### src/rtl/lui_pkg.sv
package lui_pkg;
    localparam int REG_W  = 5;
    localparam int PC_W   = 8;
    localparam int NSRC   = 2;
    localparam int INSN_W = NSRC * REG_W + REG_W + 1 + NSRC;

    typedef logic [REG_W-1:0] reg_idx_t;
    typedef logic [PC_W-1:0]  pc_t;

    // Field order sets the word layout: used flags on top, destination at bit 0.
    typedef struct packed {
        logic     use_b;
        logic     use_a;
        logic     wen;
        reg_idx_t src_b;
        reg_idx_t src_a;
        reg_idx_t dst;
    } insn_t;

    typedef struct packed {
        logic  valid;
        pc_t   pc;
        insn_t insn;
    } stage_t;

    function automatic stage_t empty_slot();
        stage_t s;
        s = '0;
        return s;
    endfunction
endpackage

### src/rtl/lui_hazard.sv
module lui_hazard
    import lui_pkg::*;
(
    input  stage_t id_i,
    input  stage_t ex_i,
    output logic   stall_o
);
    reg_idx_t        src   [NSRC];
    logic [NSRC-1:0] used;
    logic [NSRC-1:0] hit;
    logic            writer;

    always_comb begin
        src[0]  = id_i.insn.src_a;
        src[1]  = id_i.insn.src_b;
        used[0] = id_i.insn.use_a;
        used[1] = id_i.insn.use_b;
    end

    for (genvar s = 0; s < NSRC; s++) begin : g_cmp
        assign hit[s] = used[s] && (src[s] == ex_i.insn.dst);
    end

    assign writer  = ex_i.valid && ex_i.insn.wen && (ex_i.insn.dst != '0);
    assign stall_o = id_i.valid && writer && (|hit);
endmodule

### src/rtl/lui_fetch.sv
module lui_fetch
    import lui_pkg::*;
(
    input  logic              clk,
    input  logic              rst_n,
    input  logic              hold_i,
    input  logic [INSN_W-1:0] imem_i,
    output pc_t               pc_o,
    output stage_t            id_o
);
    typedef struct packed {
        pc_t    pc;
        stage_t ifid;
    } fe_state_t;

    fe_state_t st_d, st_q;

    always_comb begin
        st_d = st_q;
        if (!hold_i) begin
            st_d.pc         = st_q.pc + PC_W'(1);
            st_d.ifid.valid = 1'b1;
            st_d.ifid.pc    = st_q.pc;
            st_d.ifid.insn  = insn_t'(imem_i);
        end
    end

    always_ff @(posedge clk) begin
        if (!rst_n) st_q <= '0;
        else        st_q <= st_d;
    end

    assign pc_o = st_q.pc;
    assign id_o = st_q.ifid;

    a_r3_ifid_frozen: assert property (@(posedge clk) disable iff (!rst_n)
        hold_i |=> $stable(st_q.ifid));
    a_r2_pc_frozen: assert property (@(posedge clk) disable iff (!rst_n)
        hold_i |=> $stable(pc_o));
    a_r9_pc_step: assert property (@(posedge clk) disable iff (!rst_n)
        !hold_i |=> (pc_o == $past(pc_o) + PC_W'(1)));
endmodule

### src/rtl/lui_exec.sv
module lui_exec
    import lui_pkg::*;
(
    input  logic   clk,
    input  logic   rst_n,
    input  logic   bubble_i,
    input  stage_t id_i,
    output stage_t ex_o,
    output stage_t mem_o
);
    typedef struct packed {
        stage_t idex;
        stage_t exmem;
    } bk_state_t;

    bk_state_t st_d, st_q;

    always_comb begin
        st_d       = st_q;
        st_d.idex  = bubble_i ? empty_slot() : id_i;
        st_d.exmem = st_q.idex;
    end

    always_ff @(posedge clk) begin
        if (!rst_n) st_q <= '0;
        else        st_q <= st_d;
    end

    assign ex_o  = st_q.idex;
    assign mem_o = st_q.exmem;

    a_r4_empty_slot: assert property (@(posedge clk) disable iff (!rst_n)
        bubble_i |=> (!ex_o.valid && !ex_o.insn.wen));
    a_r10_advance: assert property (@(posedge clk) disable iff (!rst_n)
        ex_o.valid |=> (mem_o.valid && mem_o.pc == $past(ex_o.pc)));
endmodule

### src/rtl/lui_pipe_top.sv
module lui_pipe_top
    import lui_pkg::*;
(
    input  logic              clk,
    input  logic              rst_n,
    input  logic [INSN_W-1:0] imem_data_i,
    output logic [PC_W-1:0]   pc_o,
    output logic              pc_hold_o,
    output logic              ifid_hold_o,
    output logic              bubble_o,
    output logic              ex_valid_o,
    output logic [PC_W-1:0]   ex_pc_o,
    output logic [REG_W-1:0]  ex_rd_o,
    output logic              ex_wen_o,
    output logic              mem_valid_o,
    output logic [PC_W-1:0]   mem_pc_o
);
    stage_t id_s, ex_s, mem_s;
    logic   stall;
    pc_t    pc_s;

    lui_hazard u_hazard (
        .id_i    (id_s),
        .ex_i    (ex_s),
        .stall_o (stall)
    );

    lui_fetch u_fetch (
        .clk    (clk),
        .rst_n  (rst_n),
        .hold_i (stall),
        .imem_i (imem_data_i),
        .pc_o   (pc_s),
        .id_o   (id_s)
    );

    lui_exec u_exec (
        .clk      (clk),
        .rst_n    (rst_n),
        .bubble_i (stall),
        .id_i     (id_s),
        .ex_o     (ex_s),
        .mem_o    (mem_s)
    );

    assign pc_o        = pc_s;
    assign pc_hold_o   = stall;
    assign ifid_hold_o = stall;
    assign bubble_o    = stall;
    assign ex_valid_o  = ex_s.valid;
    assign ex_pc_o     = ex_s.pc;
    assign ex_rd_o     = ex_s.insn.dst;
    assign ex_wen_o    = ex_s.insn.wen;
    assign mem_valid_o = mem_s.valid;
    assign mem_pc_o    = mem_s.pc;

    a_r5_single_stall: assert property (@(posedge clk) disable iff (!rst_n)
        stall |=> !stall);
    a_r6_zero_dst: assert property (@(posedge clk) disable iff (!rst_n)
        (ex_rd_o == '0) |-> !pc_hold_o);
    a_r7_no_write: assert property (@(posedge clk) disable iff (!rst_n)
        !ex_wen_o |-> !pc_hold_o);
    a_r8_no_sources: assert property (@(posedge clk) disable iff (!rst_n)
        (!id_s.insn.use_a && !id_s.insn.use_b) |-> !bubble_o);
endmodule

### config.mk
export PLATFORM = sky130hd
export DESIGN_NAME = lui_pipe_top
export DESIGN_NICKNAME = d
export VERILOG_FILES = /design/src/rtl/lui_pkg.sv /design/src/rtl/lui_hazard.sv /design/src/rtl/lui_fetch.sv /design/src/rtl/lui_exec.sv /design/src/rtl/lui_pipe_top.sv
export SDC_FILE = /design/constraint.sdc
export NUM_CORES = 1
export LEC_CHECK = 0
export BUFFER_PORTS_ARGS = -buffer_cell sky130_fd_sc_hd__buf_2
export CAP_MARGIN = 10
export CORE_UTILIZATION = 50
export DETAILED_ROUTE_END_ITERATION = 7
export PLACE_DENSITY_LB_ADDON = 0.05
export SYNTH_ARGS = -nofsm -noshare
export SYNTH_HDL_FRONTEND = slang
export SYNTH_SLANG_ARGS = --single-unit
### constraint.sdc
create_clock -name clk -period 2.95 [get_ports clk]
set_input_delay 0.4425 -clock clk [delete_from_list [all_inputs] [get_ports clk]]
set_output_delay 0.4425 -clock clk [all_outputs]
set_load 0.02 [all_outputs]
==> reports/metrics.cfg, run 1 <==
[status]
status=finished, violations left
violations=design-rule violations

[detailed_routing]
num_vias=1732
drt-total-wl_mm=4.27
drc_errors=6
ant_nets=0
dr.pass1.iters=7
initialDrtViolationCount=117
avgViaCountPerCell=4.96
wire_per_inst_um=12.2

[yosys]
yosysUniqueCellTypes=34
synth_nets=262
ys_seq_area_share_pct=50.2
ys_ff_latch=59
ys_warn_count=0
synthCells=241
synth_area_per_cell_sq_um=9.77
syn-cell-area_sq_um=2350

[floorplanning]
die_x_um=70.6
io_pins=55
initial_core_util_pct=53.0
die_y_um=70.6
core.rowCount=24
core_region_area_sq_um=4440
die_area_sq_um=4990

[clocking]
clk_latency_ns=0.33
clockRootBuffer=clkbuf_8
clock-sinks=59
numCtsBuffers=9
cts_setup_buffers=0
clk_path_buf_depth=2
htree_levels=3
clkTransAtPathRegs_ns=0.06
postCtsHoldBufs=0
cts_resized=0
cts_tree=yes

[sta]
post-route-min-period_ns=2.60
tightest_slew_ns=0.635
finClkSkew_ns=0.00546
rsz0062_at_grt=no
setup_tns_ns=0
setup_viol_count_final=0
min_period_over_period_pct=88.2
max-slew-margin-rel_pct=57.6
hold_viol=0
slew_viol_final=0
fmax_mhz=385

[cells_and_area]
syn_to_final_growth_pct=19.0
antenna_cells=0
utilization_pct=63.0
nets=313
layout-drive-gt1-share_pct=26.6

[pwr]
intPower_mw=1.29
p_sw_mw=0.403
power.leakage_nw=1.27
power_density_nw_per_um2=602
seq_power_share_pct=50.2
switching_share_pct=23.9
peakVddDrop_mv=0.312
power_frac_comb_pct=6.7
power_frac_clock_pct=43.1

[global_routing]
overflow=0
grt_max_degree=52
antenna_found_initial=0
grt.total_usage_pct=18.7
grt_pass1_vias=1517
grt_pass1_wl_mm=7.05

[critical_path]
crit_buf_inv=3
crit_type=flip-flop to output port
cp-end-kind=output port
critPathSlowestCell=dfxtp_1
critPathArrivalTime_ns=2.16
worst_setup_path_start_kind=flip-flop
required_ns=2.51
worst_path_largest_cell_delay_ns=0.35
critPathMaxFanout=30
cp_top_family=buffers and inverters
crit_chain=xor2_1 > nor4_1 > a32oi_1 > buf_4 > nand2b_4 > inv_8 > buf_2

[placement]
port_buffers=54
gp_congestion=0.854
dp_hpwl_mm=2.82

[job]
drv_cap=0

[worst_hold_path]
min_path_type=primary input to flip-flop

==> routing by layer <==
metal	wire, um	part of all wire, %	track usage (%)	up-vias
met3	269	6.3	6.98	4
li1	-	-	-	929
met4	35	0.82	8.00	0
met5	0	0	0	-
met2	1690	40	24.9	48
met1	2280	53	27.0	751
==> stage by stage <==
stage | instance area, sq um | worst slack [ns] | instances | power, mW | hold WS, ns
6_report | 2800 | 0.349 | 349 | 1.69 | 0.348
5_1_grt | 2800 | 0.192 | 349 | 1.77 | 0.348
4_1_cts | 2800 | 0.326 | 349 | 1.71 | 0.328
3_5_place_dp | 2600 | 0.698 | 333 | 0.977 | 0.438
3_3_place_gp | 2600 | 0.699 | 333 | 0.977 | 0.434
2_1_floorplan | 2350 | 0.712 | 241 | 0.937 | 0.433
==> cell usage in the layout (no fill, tap or decap), types with 2 or more instances in the layout <==
cell type   instances
inv_1               3
or4_1               2
xnor2_1             2
buf_4               3
o21ai_0             2
nand3_1             3
and2_1             11
clkinvlp_4          2
clkbuf_8           10
dfxtp_1            59
o211ai_1            4
mux2_2              2
buf_2              54
nand2_1            58
and3_1             17
o311ai_0            4
nor4_1              4
clkinv_2            2
xor2_1              8
a31oi_1             2
a21oi_1             4
mux2i_1            27
==> synth_stat cells <==
cell	count	share of area (%)
ha_1	1	0.53
and3_1	17	4.5
clkbuf_1	11	1.8
o21ai_0	2	0.43
nand2b_4	1	0.58
a21oi_1	4	0.85
mux2i_1	27	11
o311ai_0	4	1.5
inv_8	1	0.48
dfxtp_1	59	50
nand3_1	3	0.64
buf_2	1	0.21
mux2_2	2	0.96
or4_1	2	0.64
nand2_1	58	9.3
buf_8	2	1.3
or4_4	1	0.48
xnor2_1	2	0.74
nor4_1	4	1.1
nor3_1	1	0.21
a32oi_1	1	0.37
nand4_1	1	0.27
and4b_1	1	0.43
buf_4	2	0.64
and2_1	11	2.9
o2111ai_1	1	0.37
xor2_1	8	3.0
buf_12	1	0.85
o211a_1	1	0.43
o211ai_1	4	1.3
nor2_1	1	0.16
inv_1	3	0.48
o2111a_2	1	0.53
a31oi_1	2	0.53
==> final timing paths <==
| check | from | to | slack [ns] | cells past startpoint |
|---|---|---|---|---|
| max | u_exec.ex_o[4]$_SDFF_PP0_ | ifid_hold_o | 0.35 | 7 |
| min | imem_data_i[7] | u_fetch.id_o[7]$_SDFFE_PN0N_ | 0.35 | 3 |
| max reg2reg | u_exec.ex_o[4]$_SDFF_PP0_ | u_fetch.id_o[5]$_SDFFE_PN0N_ | 1.05 | 7 |
| min reg2reg | u_exec.ex_o[18]$_SDFF_PP0_ | u_exec.mem_o[18]$_SDFF_PN0_ | 0.45 | 1 |
==> area by class of cell <==
cell class	count	area, sq um
Timing Repair Buffer	57	293
Multi-Input combinational cell	161	1040
Clock inverter	6	63.8
Tap cell	52	65.1
Fill cell	382	1640
Clock buffer	10	138
Sequential cell	59	1180
Inverter	4	22.5
==> registers in the layout, indices dropped and copies added (netlist names) <==
name,cells
u_fetch.pc_o,8
u_exec.mem_o,9
u_exec.ex_o,15
u_fetch.id_o,27
==> power groups by stage <==
stage	registers [mW]	clock network, mW	logic, mW
finish	0.847	0.728	0.112
global route	0.851	0.790	0.125
CTS	0.847	0.755	0.113
detailed placement	0.865	0	0.112
global placement	0.865	0	0.112
floorplan	0.874	0	0.0624
==> logic make-up (layout without fill, tap and decap cells) <==
| kind of cell | after synthesis | count (layout) | synth area share [%] |
|---|---|---|---|
| xor+xnor | 10 | 10 | 3.72 |
| flops | 59 | 59 | 50.2 |
| mux | 29 | 29 | 12.4 |
| buf+inv | 21 | 77 | 5.69 |
| compound gates | 20 | 20 | 6.27 |
| simple gates | 101 | 101 | 21.2 |
| fa+ha+maj | 1 | 1 | 0.532 |
==> tightest hold or removal path: stages <==
cell and delay [ns]:
buf_2 0.09, nand2_1 0.04, mux2i_1 0.05
No activity file was read; power rests on OpenSTA's default activity.
==> run 2: changes to the inputs <==
--- a/config.mk
+++ b/config.mk
@@ -7,7 +7,9 @@
 export LEC_CHECK = 0
 export BUFFER_PORTS_ARGS = -buffer_cell sky130_fd_sc_hd__buf_2
 export CAP_MARGIN = 10
-export CORE_UTILIZATION = 50
+export CELL_PAD_IN_SITES_DETAIL_PLACEMENT = 1
+export CELL_PAD_IN_SITES_GLOBAL_PLACEMENT = 1
+export CORE_UTILIZATION = 43
 export DETAILED_ROUTE_END_ITERATION = 7
 export PLACE_DENSITY_LB_ADDON = 0.05
 export SYNTH_ARGS = -nofsm -noshare
==> reports/metrics.cfg, run 2 (synthesized netlist as in run 1, its figures left out) <==
[status]
status=finished clean

[global_routing]
grt_pass1_vias=1827
grt_pass1_wl_mm=8.79
grt.total_usage_pct=19.4
overflow=0
grt_max_degree=87
antenna_found_initial=0

[sta]
post-route-min-period_ns=2.57
fmax_mhz=389
max-slew-margin-rel_pct=49.3
slew_viol_final=0
setup_viol_count_final=0
tightest_slew_ns=0.760
setup_tns_ns=0
hold_viol=0
fin_ws_ns=0.379
finClkSkew_ns=0.00597
rsz0062_at_grt=no
min_period_over_period_pct=87.1

[cells_and_area]
layout_commonest_cell=dfxtp_1
utilization_pct=54.0
fillers=630
antenna_cells=0
syn_to_final_growth_pct=19.4
largest_reg_flops=27
nets=312
layout-drive-gt1-share_pct=26.0
final_cell_mix=dfxtp_1 (59), nand2_1 (58), buf_2 (54)

[clocking]
cts_tree=yes
clk_latency_ns=0.33
cts_setup_buffers=0
postCtsHoldBufs=0
clockRootBuffer=clkbuf_8
clkTransAtPathRegs_ns=0.07
cts_resized=0
numCtsBuffers=9
clk_path_buf_depth=2
clock-sinks=59
htree_levels=3

[critical_path]
cp-startpoint=u_exec.ex_o[1]$_SDFF_PP0_
reg2regPathDepth=5
r2r_setup_slack_ns=1.07
crit_chain=or4_4 > o2111a_2 > nand2b_4 > inv_8 > buf_2
worst_path_largest_cell_delay_ns=0.55
critPathMaxFanout=30
critPathArrivalTime_ns=2.13
cp_top_family=simple AND/OR/NAND/NOR gates
crit_buf_inv=2
critPathSlowestCell=or4_4
cp-end-kind=output port
crit_type=flip-flop to output port
r2r_start=u_exec.ex_o[1]$_SDFF_PP0_
required_ns=2.51
worst_setup_path_start_kind=flip-flop
critical_path.reg2reg.endpoint=u_fetch.id_o[0]$_SDFFE_PN0N_

[detailed_routing]
ant_nets=0
initialDrtViolationCount=84
dr.pass1.iters=4
wire_per_inst_um=13.7
num_vias=1844
drc_errors=0
avgViaCountPerCell=5.04
drt-total-wl_mm=5.01

[floorplanning]
initial_core_util_pct=45.2
core_region_area_sq_um=5200
core.rowCount=26
die_x_um=76.0
die_y_um=76.0
die_area_sq_um=5770
io_pins=55

[placement]
port_buffers=54
dp_slack_ns=0.732
dp_hpwl_mm=3.31
gp_congestion=0.815

[pwr]
power_density_nw_per_um2=597
peakVddDrop_mv=0.321
p_total_mw=1.68
power.leakage_nw=1.26

[worst_hold_path]
min_path_type=primary input to flip-flop
min_to=u_fetch.id_o[8]$_SDFFE_PN0N_
hold_depth=3
worstHoldStart=imem_data_i[8]

[job]
drv_cap=0

-- run 2: cell count changes in the layout (fill, tap and decap cells not counted), sizes merged --
cell      previous run  this run
buf                 57        56
clkbuf              10        11
clkinv               2         3
clkinvlp             2         1
inv                  5         4
-- run 2: how the worst max path moves through the flow --
| stage | cells after the start | end | slack, ns |
|---|---|---|---|
| after floorplan | 7 | ifid_hold_o | 0.71 |
| after global placement | 5 | bubble_o | 0.76 |
| after detailed placement | 5 | ifid_hold_o | 0.73 |
| after CTS | 5 | bubble_o | 0.35 |
| after global routing | 5 | bubble_o | 0.28 |
| final | 5 | bubble_o | 0.38 |
-- run 2: worst min-delay path, delay by kind of cell --
kind	cells	cell delay, ns
buffers and inverters	1	0.09
muxes	1	0.05
and+or+nand+nor	1	0.05
-- run 2: area by class of cell --
class	count	area, sq um	share of cell area, %
flip-flops and latches	59	1180	42.0
clock inverters	5	52.6	1.87
inverters	4	22.5	0.802
well taps	70	87.6	3.12
clock buffers	11	141	5.03
multi-input cells	161	1040	37.0
repair buffers	56	285	10.2
-- run 2: layer usage --
layer	GRT usage (%)	vias to the layer above	routed length (um)	part of all wire [%]
li1	-	927	-	-
met1	25.2	863	2540	51
met5	0	-	0	0
met3	6.11	4	281	5.6
met4	8.46	0	50	1.0
met2	29.5	50	2140	43
-- run 2: power breakdown --
part | internal, mW | switching, mW | leakage (nW)
sequential | 0.825 | 0.0236 | 0.483
combinational | 0.0469 | 0.0661 | 0.682
clock | 0.409 | 0.306 | 0.0991
total | 1.28 | 0.395 | 1.26
-- run 2: metrics by stage --
step	hold slack, ns	instance area [sq um]	std cells
2_1_floorplan	0.433	2350	241
3_3_place_gp	0.438	2620	350
3_5_place_dp	0.442	2620	350
4_1_cts	0.338	2810	366
5_1_grt	0.334	2810	366
6_report	0.353	2810	366
